File: src/rtl/cache_ind_pkg.sv
package cache_ind_pkg;
  localparam int TYPE_W = 3;

  typedef enum logic [TYPE_W-1:0] {
    CYC_DATA_RD  = 3'd0,
    CYC_CODE_RD  = 3'd1,
    CYC_WRBACK   = 3'd2,
    CYC_TLB_RD   = 3'd3,
    CYC_IO       = 3'd4,
    CYC_SPECIAL  = 3'd5,
    CYC_WT_WRITE = 3'd6,
    CYC_RSVD     = 3'd7
  } cyc_type_e;
endpackage

File: src/rtl/cache_ind_classify.sv
module cache_ind_classify
  import cache_ind_pkg::*;
(
  input  logic [TYPE_W-1:0] req_type,
  input  logic              req_cacheable,
  input  logic              req_locked,
  input  logic              req_snoop_wb,
  output logic              cls_active
);
  cyc_type_e kind;

  always_comb begin
    kind       = cyc_type_e'(req_type);
    cls_active = 1'b0;
    unique case (kind)
      CYC_DATA_RD,
      CYC_CODE_RD:  cls_active = req_cacheable & ~req_locked;
      // a snoop write-back may break into a locked sequence
      CYC_WRBACK:   cls_active = ~req_locked | req_snoop_wb;
      CYC_TLB_RD,
      CYC_IO,
      CYC_SPECIAL,
      CYC_WT_WRITE,
      CYC_RSVD:     cls_active = 1'b0;
      default:      cls_active = 1'b0;
    endcase
  end
endmodule

File: src/rtl/cache_ind_tracker.sv
module cache_ind_tracker (
  input  logic clk,
  input  logic rst_n,
  input  logic ads_n,
  input  logic rdy_n,
  input  logic brdy_n,
  input  logic abort,
  input  logic cls_active,
  output logic busy,
  output logic held_active
);
  logic busy_d, held_d;
  logic load, done;

  assign load = ~ads_n;
  assign done = busy & (~rdy_n | ~brdy_n);

  always_comb begin
    busy_d = busy;
    held_d = held_active;
    if (abort) begin
      busy_d = 1'b0;
    end else if (load) begin
      busy_d = 1'b1;
      held_d = cls_active;
    end else if (done) begin
      busy_d = 1'b0;
    end
  end

  always_ff @(posedge clk or negedge rst_n) begin
    if (!rst_n) begin
      busy        <= 1'b0;
      held_active <= 1'b0;
    end else begin
      busy        <= busy_d;
      held_active <= held_d;
    end
  end
endmodule

File: src/rtl/cache_ind_float.sv
module cache_ind_float (
  input  logic clk,
  input  logic rst_n,
  input  logic wb_mode,
  input  logic boff_n,
  input  logic hlda,
  output logic boff_seen,
  output logic drive_en
);
  logic boff_d;

  always_comb boff_d = ~boff_n;

  always_ff @(posedge clk or negedge rst_n) begin
    if (!rst_n) boff_seen <= 1'b0;
    else        boff_seen <= boff_d;
  end

  assign drive_en = wb_mode & ~hlda & ~boff_seen;
endmodule

File: src/rtl/cache_ind_top.sv
module cache_ind_top
  import cache_ind_pkg::*;
(
  input  logic              clk,
  input  logic              rst_n,
  input  logic              wb_mode,
  input  logic [TYPE_W-1:0] req_type,
  input  logic              req_cacheable,
  input  logic              req_locked,
  input  logic              req_snoop_wb,
  input  logic              ads_n,
  input  logic              rdy_n,
  input  logic              brdy_n,
  input  logic              boff_n,
  input  logic              hlda,
  output logic              cache_n,
  output logic              cache_oe
);
  logic cls_active, busy, held_active, boff_seen, drive_en, level;

  cache_ind_classify u_cls (
    .req_type      (req_type),
    .req_cacheable (req_cacheable),
    .req_locked    (req_locked),
    .req_snoop_wb  (req_snoop_wb),
    .cls_active    (cls_active)
  );

  cache_ind_float u_flt (
    .clk       (clk),
    .rst_n     (rst_n),
    .wb_mode   (wb_mode),
    .boff_n    (boff_n),
    .hlda      (hlda),
    .boff_seen (boff_seen),
    .drive_en  (drive_en)
  );

  cache_ind_tracker u_trk (
    .clk         (clk),
    .rst_n       (rst_n),
    .ads_n       (ads_n),
    .rdy_n       (rdy_n),
    .brdy_n      (brdy_n),
    .abort       (boff_seen | ~boff_n),
    .cls_active  (cls_active),
    .busy        (busy),
    .held_active (held_active)
  );

  always_comb begin
    if (!ads_n) level = cls_active;
    else        level = busy & held_active;
  end

  assign cache_oe = drive_en;
  assign cache_n  = ~(level & drive_en);
endmodule

File: config.mk
export PLATFORM = sky130hd
export DESIGN_NAME = cache_ind_top
export DESIGN_NICKNAME = d
export VERILOG_FILES = /design/src/rtl/cache_ind_pkg.sv /design/src/rtl/cache_ind_classify.sv /design/src/rtl/cache_ind_tracker.sv /design/src/rtl/cache_ind_float.sv /design/src/rtl/cache_ind_top.sv
export SDC_FILE = /design/constraint.sdc
export NUM_CORES = 1
export LEC_CHECK = 0
export ABC_AREA = 1
export BUFFER_PORTS_ARGS = -buffer_cell sky130_fd_sc_hd__buf_2
export CAP_MARGIN = 25
export CORE_AREA = 2 2 39 41
export CTS_CLUSTER_SIZE = 12
export DETAILED_ROUTE_END_ITERATION = 10
export DIE_AREA = 0 0 41 43
export RECOVER_POWER = 100
export SLEW_MARGIN = 20
export SYNTH_ARGS = -nofsm -noshare
export SYNTH_HDL_FRONTEND = slang
export SYNTH_SLANG_ARGS = --single-unit
File: constraint.sdc
create_clock -name clk -period 0.8 [get_ports clk]
set_clock_uncertainty 0.1 [all_clocks]
set_input_delay 0.04 -clock clk [delete_from_list [all_inputs] [get_ports clk]]
set_output_delay 0.04 -clock clk [all_outputs]
set_load 0.005 [all_outputs]
==> flow_metrics.env <==
export IMPL_synthDistinctLibCells=9
export IMPL_worstPathRequired_ns=0.66
export IMPL_die_w_um=41
export IMPL_drt_wl_total_um=425
export IMPL_end_kind="primary output"
export IMPL_drv_slew=0
export IMPL_drive_gt1_share_pct=43.5
export IMPL_clock_sinks=3
export IMPL_path_class="flip-flop to primary output"
export IMPL_max_freq_mhz=871
export IMPL_cts_setup_buffers=0
export IMPL_hold_path_class="input port to flip-flop"
export IMPL_dpl_hpwl_um=353
export IMPL_ant_nets=0
export IMPL_status="finished, violations left"
export IMPL_nets=61
export IMPL_drcViolationCount=0
export IMPL_peakVddDrop_uv=329
export IMPL_p_leak_nw=0.175
export IMPL_grt_usage_pct=6.65
export IMPL_critical_path_endpoint="cache_n"
export IMPL_ioPinCount=16
export IMPL_ctsLongestPathBuffers=2
export IMPL_fin_setup_tns_ns=-0.687
export IMPL_first_pass_iters=1
export IMPL_finalSetupViolCount=3
export IMPL_root_buffer="clkbuf_4"
export IMPL_powerDensity_nw_per_um2=1580
export IMPL_p_int_mw=0.394
export IMPL_worst_r2r_cell_count=4
export IMPL_crit_fanout=2
export IMPL_period_minus_slack_ns=1.15
export IMPL_antennaDiodeCount=0
export IMPL_layout_setup_ws_ns=-0.348
export IMPL_pwr_share_clk_pct=50.6
export IMPL_hold_slack_ns=-0.0592
export IMPL_chipHeight_um=43
export IMPL_grt_pass1_vias=231
export IMPL_antenna_found_initial=0
export IMPL_syn_avg_cell_area_um2=6.81
export IMPL_r2r_start="u_flt.boff_seen$_DFF_PN0_"
export IMPL_slew_headroom_pct=89.6
export IMPL_grt_pass1_wl_um=724
export IMPL_syn_nets=39
export IMPL_crit_arrival_ns=1.01
export IMPL_rsz0062_at_grt="true"
export IMPL_gr_total_overflow=0
export IMPL_gp_congestion=0.580
export IMPL_drv_cap=0
export IMPL_clk_pin_slew_worst_paths_ns=0.04
export IMPL_reg2reg_setup_slack_ns=-0.11
export IMPL_fin_crit_sh_pct=143
export IMPL_syn_cell_area_um2=170
export IMPL_via_count=225
export IMPL_dieArea_um2=1760
export IMPL_synth_seq_cells=3
export IMPL_syn2layout_area_growth_pct=88.2
export IMPL_wl_per_cell_um=6.85
export IMPL_seqPwrFrac_pct=33.3
export IMPL_cts_inserted_buffers=3
export IMPL_syn_inst=25
export IMPL_total_power_mw=0.507
export IMPL_cts_tree="built"
export IMPL_start_kind="flip-flop"
export IMPL_ys_seq_area_share_pct=44.1
export IMPL_port_buffers=15
export IMPL_via_per_inst=3.63
export IMPL_grt_max_degree=5
export IMPL_rows=14
export IMPL_combPwrFrac_pct=16.1
export IMPL_startpoint="u_flt.boff_seen$_DFF_PN0_"
export IMPL_post_place_ws_ns=-0.156
export IMPL_clkLatencyLatePin_ns=0.23
export IMPL_num_fill_cells=170
export IMPL_worstReg2RegEnd="u_trk.held_active$_DFFE_PN0P_"
export IMPL_p_sw_share_pct=22.3
export IMPL_core_area_um2=1380
export IMPL_drtIter0Drc=0
export IMPL_power_switching_mw=0.113
export IMPL_yosysWarnings=0
export IMPL_hold_viol=1
export IMPL_h_tree_depth=1
export IMPL_violations="hold timing, setup timing"
export IMPL_worst_slew_pin_slew_ns=0.156
export IMPL_start_util_pct=12.3
[cell usage in the layout, fill, tap and decap left out]
cell type / synthesis / final
a21oi_2: 0 / 1
nor2_1: 3 / 1
dfrtp_1: 3 / 3
clkbuf_1: 0 / 3
clkbuf_4: 0 / 3
nand2_1: 7 / 6
buf_2: 0 / 13
o21ai_1: 0 / 1
inv_1: 4 / 4
or2_1: 1 / 1
dlygate4sd3_1: 0 / 2
nand2_2: 0 / 1
a21oi_1: 3 / 2
nand4_1: 1 / 1
nand3_1: 2 / 2
nor2_2: 0 / 2
[power by group through the flow]
| stage | Sequential, mW | Combinational (mW) | Clock (mW) |
|---|---|---|---|
| 2_1_floorplan | 0.169 | 0.0286 | 0 |
| 3_3_place_gp | 0.170 | 0.0708 | 0 |
| 3_5_place_dp | 0.170 | 0.0714 | 0 |
| 4_1_cts | 0.168 | 0.0804 | 0.269 |
| 5_1_grt | 0.170 | 0.0940 | 0.293 |
| 6_report | 0.169 | 0.0815 | 0.256 |
[logic make-up after synthesis]
kind of cell	synth area share (%)
AOI/OAI and AO/OA	11.8
buffers and inverters	8.82
DFF	44.1
and+or+nand+nor	35.3
[layout make-up]
class | instances | area [um2] | area share (%)
Multi-Input combinational cell | 18 | 91.3 | 28.5
Sequential cell | 3 | 75.1 | 23.4
Clock buffer | 4 | 26.3 | 8.20
Timing Repair Buffer | 17 | 92.6 | 28.9
Tap cell | 16 | 20.0 | 6.25
Inverter | 4 | 15.0 | 4.69
[metal layers]
metal | wire, um | track usage [%] | vias up
li1 | - | - | 120
met2 | 245 | 11.9 | 6
met5 | 0 | 0 | -
met1 | 141 | 4.22 | 99
met4 | 0 | 6.00 | 0
met3 | 39 | 3.14 | 0
[worst min path at each step]
| stage | start | to | slack [ns] | depth (start not counted) |
|---|---|---|---|---|
| after floorplan | rst_n | u_flt.boff_seen$_DFF_PN0_ | -0.36 | 0 |
| after global placement | rst_n | u_flt.boff_seen$_DFF_PN0_ | -0.26 | 1 |
| after detailed placement | rst_n | u_flt.boff_seen$_DFF_PN0_ | -0.26 | 1 |
| after CTS | ads_n | u_trk.busy$_DFFE_PN0P_ | -0.07 | 2 |
| after global routing | ads_n | u_trk.busy$_DFFE_PN0P_ | -0.05 | 2 |
| final | ads_n | u_trk.busy$_DFFE_PN0P_ | -0.06 | 2 |
[stage by stage]
step                      utilization, %  hold WS, ns  instances  instance area [um2]
after floorplan                        -       -0.356         25                  170
after global placement              19.2       -0.263         56                  265
after detailed placement            19.2       -0.264         56                  265
after CTS                           22.7      -0.0745         62                  314
after global routing                23.1      -0.0519         62                  320
final                               23.1      -0.0592         62                  320
[timing repair]
item / in CTS / in global routing
endpoints found under the hold margin: 6 / 2
hold buffers: 2 / 1
endpoints found under the setup margin: 3 / 4
pin swaps: 4 / 0
gates resized for setup: 1 / 3
[flip-flops by register name, summed over array words and instances (netlist names)]
name / flops
u_trk.held_active: 1
u_flt.boff_seen: 1
u_trk.busy: 1
[Yosys cell counts (all sizes together)]
library cell	instances	area [um2]
nand4	1	6.26
nor2	3	11.3
a21oi	3	15.0
dfrtp	3	75.1
o21ai	1	5.00
or2	1	6.26
inv	4	15.0
nand3	2	10.0
nand2	7	26.3
[critical path, stage by stage (launching register included)]
cell	delay [ns]
dfrtp_1	0.37
nor2_2	0.08
nand2_1	0.07
nor2_1	0.10
nand2_1	0.05
buf_2	0.12
No activity file was read; power rests on OpenSTA's default activity.
